<file path="config.mk">
export PLATFORM = sky130hd
export DESIGN_NAME = lhp_predictor
export DESIGN_NICKNAME = d
export VERILOG_FILES = /design/src/rtl/lhp_pkg.sv /design/src/rtl/lhp_hash.sv /design/src/rtl/lhp_fsm.sv /design/src/rtl/lhp_table.sv /design/src/rtl/lhp_predictor.sv
export SDC_FILE = /design/constraint.sdc
export NUM_CORES = 1
export LEC_CHECK = 0
export BUFFER_PORTS_ARGS = -buffer_cell sky130_fd_sc_hd__clkbuf_2
export CAP_MARGIN = 20
export CORE_ASPECT_RATIO = 2
export CORE_UTILIZATION = 45
export DETAILED_ROUTE_END_ITERATION = 7
export PLACE_DENSITY_LB_ADDON = 0.2
export SLEW_MARGIN = 10
export SYNTH_ARGS = -nofsm -noshare
export SYNTH_HDL_FRONTEND = slang
export SYNTH_HIERARCHICAL = 1
export SYNTH_SLANG_ARGS = --single-unit
</file>
<file path="constraint.sdc">
create_clock -name clk -period 3.9 [get_ports clk]
set_input_delay 0.195 -clock clk [delete_from_list [all_inputs] [get_ports clk]]
set_output_delay 0.195 -clock clk [all_outputs]
set_load 0.005 [all_outputs]
</file>
<file path="src/rtl/lhp_pkg.sv">
package lhp_pkg;

    // bit 2: alternating pattern, bit 1: strong, bit 0: predicted direction
    typedef enum logic [2:0] {
        ST_WNT = 3'b000,
        ST_WT  = 3'b001,
        ST_SNT = 3'b010,
        ST_ST  = 3'b011,
        ST_AWN = 3'b100,
        ST_AWT = 3'b101,
        ST_ASN = 3'b110,
        ST_AST = 3'b111
    } lhp_state_e;

endpackage

</file>
<file path="src/rtl/lhp_hash.sv">
module lhp_hash #(
    parameter int IW = 6,
    parameter int HW = 4
) (
    input  logic [IW-1:0] pc,
    input  logic [HW-1:0] hist,
    output logic [IW-1:0] idx
);
    logic [IW-1:0] hist_fit;

    generate
        if (HW >= IW) begin : g_trunc
            assign hist_fit = hist[IW-1:0];
        end else begin : g_pad
            assign hist_fit = {{(IW-HW){1'b0}}, hist};
        end
    endgenerate

    assign idx = pc ^ hist_fit;

endmodule

</file>
<file path="src/rtl/lhp_fsm.sv">
module lhp_fsm
    import lhp_pkg::*;
(
    input  lhp_state_e cur,
    input  logic       outcome,
    input  logic       last,
    output lhp_state_e nxt
);
    always_comb begin
        nxt = cur;
        unique case (cur)
            // steady weak: reinforce, switch-to-alternating, or retarget
            ST_WNT: nxt = !outcome ? ST_SNT : ((outcome != last) ? ST_AWN : ST_WT);
            ST_WT:  nxt =  outcome ? ST_ST  : ((outcome != last) ? ST_AWT : ST_WNT);
            // steady strong: hold or decay
            ST_SNT: nxt =  outcome ? ST_WT  : ST_SNT;
            ST_ST:  nxt =  outcome ? ST_ST  : ST_WNT;
            // alternating weak: flip, switch-to-steady, or resync
            ST_AWN: nxt = !outcome ? ST_AST : ((outcome == last) ? ST_WT  : ST_AWN);
            ST_AWT: nxt =  outcome ? ST_ASN : ((outcome == last) ? ST_WNT : ST_AWT);
            // alternating strong: flip or decay
            ST_ASN: nxt = !outcome ? ST_AST : ST_AWT;
            ST_AST: nxt =  outcome ? ST_ASN : ST_AWN;
            default: nxt = ST_WNT;
        endcase
    end

endmodule

</file>
<file path="src/rtl/lhp_table.sv">
module lhp_table
    import lhp_pkg::*;
#(
    parameter int DEPTH = 64,
    localparam int IW = $clog2(DEPTH)
) (
    input  logic          clk,
    input  logic          rst,
    input  logic [IW-1:0] rd_idx,
    output lhp_state_e    rd_state,
    input  logic [IW-1:0] wr_idx,
    output lhp_state_e    wr_cur,
    input  logic          wr_en,
    input  lhp_state_e    wr_state
);
    lhp_state_e mem [DEPTH];

    always_ff @(posedge clk) begin
        if (rst) begin
            for (int i = 0; i < DEPTH; i++) mem[i] <= ST_WNT;
        end else if (wr_en) begin
            mem[wr_idx] <= wr_state;
        end
    end

    assign rd_state = mem[rd_idx];
    assign wr_cur   = mem[wr_idx];

endmodule

</file>
<file path="src/rtl/lhp_predictor.sv">
module lhp_predictor
    import lhp_pkg::*;
#(
    parameter int DEPTH = 64,
    parameter int HW    = 4,   // at least 2
    localparam int IW   = $clog2(DEPTH)
) (
    input  logic          clk,
    input  logic          rst,
    input  logic [IW-1:0] lk_pc,
    output logic          lk_taken,
    output logic [IW-1:0] lk_idx,
    input  logic          up_valid,
    input  logic [IW-1:0] up_idx,
    input  logic          up_taken
);
    logic [HW-1:0] hist_q;
    lhp_state_e    rd_state, cur_state, nxt_state;

    always_ff @(posedge clk) begin
        if (rst)           hist_q <= '0;
        else if (up_valid) hist_q <= {hist_q[HW-2:0], up_taken};
    end

    lhp_hash #(.IW(IW), .HW(HW)) u_hash (
        .pc(lk_pc), .hist(hist_q), .idx(lk_idx)
    );

    lhp_table #(.DEPTH(DEPTH)) u_tab (
        .clk(clk), .rst(rst),
        .rd_idx(lk_idx), .rd_state(rd_state),
        .wr_idx(up_idx), .wr_cur(cur_state),
        .wr_en(up_valid), .wr_state(nxt_state)
    );

    lhp_fsm u_fsm (
        .cur(cur_state), .outcome(up_taken), .last(hist_q[0]), .nxt(nxt_state)
    );

    assign lk_taken = rd_state[0];

    AST_RST_CLEAR: assert property (@(posedge clk) disable iff (rst)
        $past(rst) |-> (hist_q == '0) && !lk_taken);
    AST_HIST_SHIFT: assert property (@(posedge clk) disable iff (rst)
        up_valid |=> hist_q[0] == $past(up_taken));
    AST_HIST_HOLD: assert property (@(posedge clk) disable iff (rst)
        !up_valid |=> $stable(hist_q));
    AST_REINFORCE: assert property (@(posedge clk) disable iff (rst)
        (up_valid && !cur_state[2] && cur_state[0] == up_taken)
        |-> nxt_state == {2'b01, up_taken});
    AST_DECAY: assert property (@(posedge clk) disable iff (rst)
        (up_valid && cur_state[1] && cur_state[0] != up_taken)
        |-> !nxt_state[1] && nxt_state[2] == cur_state[2] && nxt_state[0] == up_taken);
    AST_ALT_FLIP: assert property (@(posedge clk) disable iff (rst)
        (up_valid && cur_state[2] && cur_state[0] == up_taken)
        |-> nxt_state == {2'b11, !up_taken});

endmodule

</file>
# == Yosys cells after proc, flatten, opt, wreduce, memory -nomap -nowiden ==
# Memories as Yosys holds them, arrays and structs flattened.
# Cells that the tools add are included.
# op_classes
muxes,21
shift,0
n_mul,0
n_lt_le_gt_ge,0
add_sub_neg,0
n_reduce_logical,2
div_mod_pow,0
n_bitwise,1
eq_ne,9
# ops
operator,count
2-to-1 mux 3 bit,9
case mux 3 bit (8 select lines),1
"equality test 3 bit, second input constant",4
2-to-1 mux 2 bit,4
"equality test 3 x 2 -> 1 bit, second input constant",2
2-to-1 mux 1 bit,6
2-to-1 mux 6 bit,1
bitwise XOR 6 x 4 -> 6 bit,1
"equality test 3 x 1 -> 1 bit, second input constant",1
logical NOT 3 bit,1
OR reduction 3 bit,1
equality test 1 bit,1
inequality test 1 bit,1
# word_totals
ff_bits,4
elab_cells,35
mem_count,1
mem_bits_rw,192
latch_bits,0
rom_bits,0
# mem_list
memory,depth,width,read_ports,rd_clocked_by_memory_dff,write_ports,line,source
u_tab.mem,64,3,2,0,64,lhp_table.sv:16,lhp_state_e mem [DEPTH];

# == Depth between registers and ports, before layout ==
# Gate-level depths: netlist of the first run.
# depth
word_depth,5
mapped_depth,14
mapped_depth_nobuf,9

# == Modules after synthesis ==
# The synthesis of the first run kept the hierarchy.
# modules_own_cells
module,area_each_um2,seq_area_each_um2,n_inst,cells_per_inst
lhp_table,11228.3,5765.5,1,850
lhp_predictor,140.1,80.1,1,13
lhp_fsm,88.8,0.0,1,14
lhp_hash,50.0,0.0,1,6

# == Worst setup path after synthesis of the first run ==
# OpenSTA, ideal clock, no wires.
# synth_path
path_kind,in2reg
from,input up_idx[1]
to,"memory u_tab/mem[32][0] in the netlist's numbering, data pin"
n_path_buf,4
required_ps,3767
stages,13
setup_slack_ps,933
arrival_ps,2834
cell_sequence,buf_2 > buf_2 > mux2_2 > a221oi_1 > o22ai_1 > a22oi_1 > nand4_1 > o21bai_1 > a32o_1 > a21oi_2 > buf_1 > clkbuf_1 > and3_1
# synth_lines
element,line,source
"start, declared",lhp_predictor.sv:14,"input logic [IW-1:0] up_idx,"
"end, declared",lhp_table.sv:16,

==> results of run 1 <==
-- worst register-to-register path, stage by stage, from the launching register on --
cell and delay, ns:
edfxtp_1 0.41, mux4_2 0.47, mux2_2 0.31, a22oi_1 0.33, nand4_1 0.33, o21bai_1 0.28, a32o_1 0.31, a21oi_4 0.16
buf_4 0.32, and3_1 0.23
-- how the worst max path moves through the flow --
stage / slack, ns / from / to / cells past startpoint
2_1_floorplan: 0.93 / up_idx[1] / u_tab/mem[32][0]$_SDFFCE_PN0P_ / 13
3_3_place_gp: 0.20 / up_idx[1] / u_tab/mem[40][0]$_SDFFCE_PN0P_ / 13
3_5_place_dp: 0.13 / up_idx[1] / u_tab/mem[46][0]$_SDFFCE_PN0P_ / 13
4_1_cts: 0.57 / up_idx[1] / u_tab/mem[46][0]$_SDFFCE_PN0P_ / 13
5_1_grt: 0.48 / up_idx[1] / u_tab/mem[56][0]$_SDFFCE_PN0P_ / 13
6_report: 0.54 / up_idx[1] / u_tab/mem[46][0]$_SDFFCE_PN0P_ / 13
-- per-layer routing --
layer  wire length, um  up-vias  track usage, %
li1                  -     3108               -
met1             10300     3594            26.9
met2             15900      268            46.0
met3              1370       76            3.13
met4              1540        0            16.0
met5                 0        -               0
-- placed cells by master (no fill, tap or decap), types with 9 or more instances in the layout --
cell type / count
and3_1: 180
nand3_1: 10
nand2_1: 28
clkbuf_2: 21
and2_1: 16
buf_4: 43
mux4_2: 37
a21o_1: 59
a22oi_1: 12
mux2i_1: 20
mux4_1: 9
mux2_2: 12
nor2_1: 15
edfxtp_1: 192
o22ai_1: 9
or2_2: 10
clkbuf_16: 17
-- through the flow --
stage	worst slack, ns	hold slack (ns)
2_1_floorplan	0.933	0.267
3_3_place_gp	0.196	0.526
3_5_place_dp	0.129	0.532
4_1_cts	0.574	0.124
5_1_grt	0.482	0.156
6_report	0.539	0.146
-- flip-flops by register name, summed over array words and instances, names as in the netlist --
name and cells:
hist_q 4, u_tab/mem 192
-- layout make-up --
class                           count  area [um^2]
Clock inverter                     11          175
Inverter                            3         11.3
Multi-Input combinational cell    509         4200
Fill cell                        1937        11300
Sequential cell                   196         5850
Timing Repair Buffer               68          508
Clock buffer                       21          470
Tap cell                          280          350
-- report_power, final --
group	leakage [uW]	internal [uW]	switching (uW)
Sequential	0.00201	2380	34.8
Combinational	0.00280	227	428
Clock	0.000310	1130	773
==> impl_metrics.toml, run 1 <==
[layout]
syn_to_final_growth_pct = 9.81
final_area_um2 = 11600
fin_cells = 1088
layout-drive-gt1-share_pct = 21.7
nNetsFinal = 811
final_core_util_pct = 50.6
antennaDiodeCount = 0

[worst_setup_path]
cp_cell_sequence = "buf_4 > buf_4 > buf_4 > mux2i_1 > mux4_2 > a21boi_0 > a211oi_1 > nand4_1 > nor2_1 > a32o_1 > a21oi_4 > buf_4 > and3_1"
cp_common_cell = "buf_4"
reg2reg_from = "u_tab/mem[35][0]$_SDFFCE_PN0P_"
crit_buf_inv = 4
slowest_delay_ns = 0.53
path_delay_family = "buffers and inverters"
rr_worst_depth = 9
criticalPathCategory = "input pin to register"
cp.arrival_ns = 3.67
cp.required_ns = 4.21
reg2reg_to = "u_tab/mem[46][0]$_SDFFCE_PN0P_"
critPathMaxFanout = 32
cp-end-kind = "register"
cpMaxStageDelayCell = "a21boi_0"
r2r_slack_ns = 0.63
startpoint_type = "input pin"

[die]
start_util_pct = 46.1
die_h_um = 218
ios = 23
dieArea_um2 = 24100
rows = 78
core_um2 = 22800
die_w_um = 110

[clock_tree]
cts_resized = 0
cts_sinks = 196
cts_hold_buf = 0
clk_pin_slew_ns = 0.07
worstSkewPairLatency_ns = 0.45
cts_max_level = 4
cts_setup_buffers = 0
clk_path_buf_depth = 2
cts_tree = "yes"
root_buffer = "clkbuf_16"
cts-buffers-inserted = 17

[timing]
final.setup.tns_ns = 0
worst_slew_pin_slew_ns = 0.881
rsz0062_at_grt = "no"
hold_viol = 0
fin_crit_sh_pct = 86.2
fmax_mhz = 298
maxSlewViolCount = 0
fin_skew_ns = 0.0118
setup_viol = 0
min_period_ns = 3.36
slew_headroom_pct = 41.1

[pwr]
ir_drop_mv = 0.335
power_density_nw_per_um2 = 430
total_power_uw = 4970
p_leak_uw = 0.00512

[global_route]
grt_pass1_wl_um = 43100
grt_pass1_vias = 7259
track_usage_pct = 25.3
antenna_found_initial = 0
grt_max_degree = 65
grt_remaining_overflow = 0

[drt]
viasPerCell = 6.48
wl_per_cell_um = 26.7
drcViolationCount = 0
ant_nets = 0
first_iter_violations = 630
drt_pass1_iterations = 5
via_count = 7046
routed_wl_um = 29100

[worst_hold_path]
hold_depth = 3
min_to = "hist_q[0]$_SDFFE_PP0P_"
worstHoldStart = "up_taken"
min_path_type = "input pin to register"

[place]
port_buffers = 22
placedCellCount = 1056
placed_area_um2 = 10900
gp_congestion = 0.867
hpwl_um = 19900

[run]
max-cap-violations = 0

[yosys]
ys_warn_count = 6
synth_area_um2 = 10500
syn_nets = 836
syn_inst = 820
syn_area_per_cell_um2 = 12.8

[status]
outcome = "completed"
(Power assumes the default switching activity.)
==> run 2, diff against run 1 <==
--- a/config.mk
+++ b/config.mk
@@ -10,8 +10,9 @@
 export CORE_ASPECT_RATIO = 2
 export CORE_UTILIZATION = 45
 export DETAILED_ROUTE_END_ITERATION = 7
+export HOLD_SLACK_MARGIN = 0.15
 export PLACE_DENSITY_LB_ADDON = 0.2
-export SLEW_MARGIN = 10
+export SLEW_MARGIN = 20
 export SYNTH_ARGS = -nofsm -noshare
 export SYNTH_HDL_FRONTEND = slang
 export SYNTH_HIERARCHICAL = 1
==> run 2 against run 1 <==
  * Power about the same
  * Clock skew down 0.0020 ns
  * Routed wire length up 0.49%
  * Setup slack better by 0.025 ns
  * First-iteration DRC count up 0.32%
  * Critical path depth unchanged
  * Clock-buffer cell count unchanged
  * Maximum frequency up 0.74%
  * Combinational power about the same
  * Largest cell class unchanged
==> impl_metrics.toml, run 2 (synthesized netlist as in run 1, its figures left out) <==
[die]
die_h_um = 218
core_um2 = 22800
rows = 78
dieArea_um2 = 24100
start_util_pct = 46.1
die_w_um = 110
ios = 23

[worst_setup_path]
criticalPathCategory = "input pin to register"
cp-end-kind = "register"
cp.required_ns = 4.21
rr_worst_depth = 9
cp.arrival_ns = 3.65
startpoint_type = "input pin"
critPathMaxFanout = 32

[drt]
via_count = 7098
drcViolationCount = 0
wl_met2_um = 15900
routed_wl_um = 29200
met1Wirelength_um = 10300
wl_per_cell_um = 26.9
top_layer = "met4"
viasPerCell = 6.52
ant_nets = 0
drt_pass1_iterations = 5
first_iter_violations = 632
wl_met3_um = 1440

[status]
outcome = "completed"

[timing]
fin_crit_sh_pct = 85.5
slew_headroom_pct = 42.3
maxSlewViolCount = 0
whs_ns = 0.182
hold_viol = 0
fmax_mhz = 300
fin_skew_ns = 0.00982
rsz0062_at_grt = "no"
final.setup.tns_ns = 0
worst_slew_pin_slew_ns = 0.862
min_period_ns = 3.34
setup_viol = 0

[clock_tree]
worstSkewPairLatency_ns = 0.44
cts_tree = "yes"
cts_sinks = 196
clk_path_buf_depth = 2
cts_max_level = 4
cts-buffers-inserted = 17
clk_pin_slew_ns = 0.07
root_buffer = "clkbuf_16"

[pwr]
p_leak_uw = 0.00512
ir_drop_mv = 0.335
power_density_nw_per_um2 = 429

[worst_hold_path]
hold_depth = 3
min_path_type = "input pin to register"

[layout]
top_register = "u_tab/mem"
antennaDiodeCount = 0
fillers = 1935
nNetsFinal = 812
syn_to_final_growth_pct = 9.91
final_common_cell = "edfxtp_1"
layout_common_cells = "edfxtp_1 (192), and3_1 (180), a21o_1 (59)"
reg_top3 = "u_tab/mem: 192 flops, hist_q: 4 flops"
layout-drive-gt1-share_pct = 21.6
largest_reg_flops = 192

[place]
gp_congestion = 0.867
port_buffers = 22
hpwl_um = 19900

[global_route]
grt_pass1_vias = 7265
grt_remaining_overflow = 0
antenna_found_initial = 0
grt_pass1_wl_um = 43100
grt_max_degree = 65
track_usage_pct = 25.3

[run]
max-cap-violations = 0
## run 2: critical path, cell delays in order
cell and delay [ns]:
buf_4 0.43, buf_4 0.26, buf_4 0.19, mux2i_1 0.14, mux4_2 0.47, a21boi_0 0.52
a211oi_1 0.13, nand4_1 0.24, nor2_1 0.09, a32o_1 0.25, a21oi_4 0.16, buf_4 0.31
and3_1 0.22
## run 2: final cells by class
type | count | area [um^2] | share of cell area, %
Clock buffer | 21 | 470 | 4.06
Clock inverter | 11 | 175 | 1.51
Inverter | 3 | 11.3 | 0.0973
Multi-Input combinational cell | 509 | 4200 | 36.3
Sequential cell | 196 | 5850 | 50.5
Tap cell | 280 | 350 | 3.03
Timing Repair Buffer | 69 | 518 | 4.48
## run 2: worst paths after layout
check | from | to | slack [ns]
worst max-delay path | up_idx[1] | u_tab/mem[46][0]$_SDFFCE_PN0P_ | 0.56
worst min-delay path | up_valid | hist_q[3]$_SDFFE_PP0P_ | 0.18
worst max register to register | u_tab/mem[35][0]$_SDFFCE_PN0P_ | u_tab/mem[46][0]$_SDFFCE_PN0P_ | 0.64
worst min register to register | hist_q[3]$_SDFFE_PP0P_ | hist_q[3]$_SDFFE_PP0P_ | 0.55
## run 2: per-stage QoR
step / util (%) / area (um^2) / cells / power [uW] / setup WS, ns
global placement: 47.8 / 10900 / 1056 / 3090 / 0.196
CTS: 50.7 / 11600 / 1089 / 5000 / 0.574
detailed placement: 47.8 / 10900 / 1056 / 3110 / 0.129
finish: 50.7 / 11600 / 1089 / 4970 / 0.564
global route: 50.7 / 11600 / 1089 / 5110 / 0.482
floorplan: - / 10500 / 820 / 2860 / 0.933
## run 2: power by group
part	switching, uW	total (uW)	internal (uW)	leakage (uW)
Sequential	34.9	2410	2380	0.00201
Combinational	428	655	227	0.00280
Clock	771	1900	1130	0.000310
## run 2: metal layers
metal,track usage (%),vias to the layer above
li1,-,3110
met1,26.9,3620
met2,46.0,290
met3,3.13,78
met4,16.0,0
met5,0,-
## run 2: what timing repair did
action / in CTS / in global routing
gates resized for setup: 0 / 0
hold buffers: 1 / 0
endpoints found under the hold margin: 1 / 0
setup buffers: 0 / 0
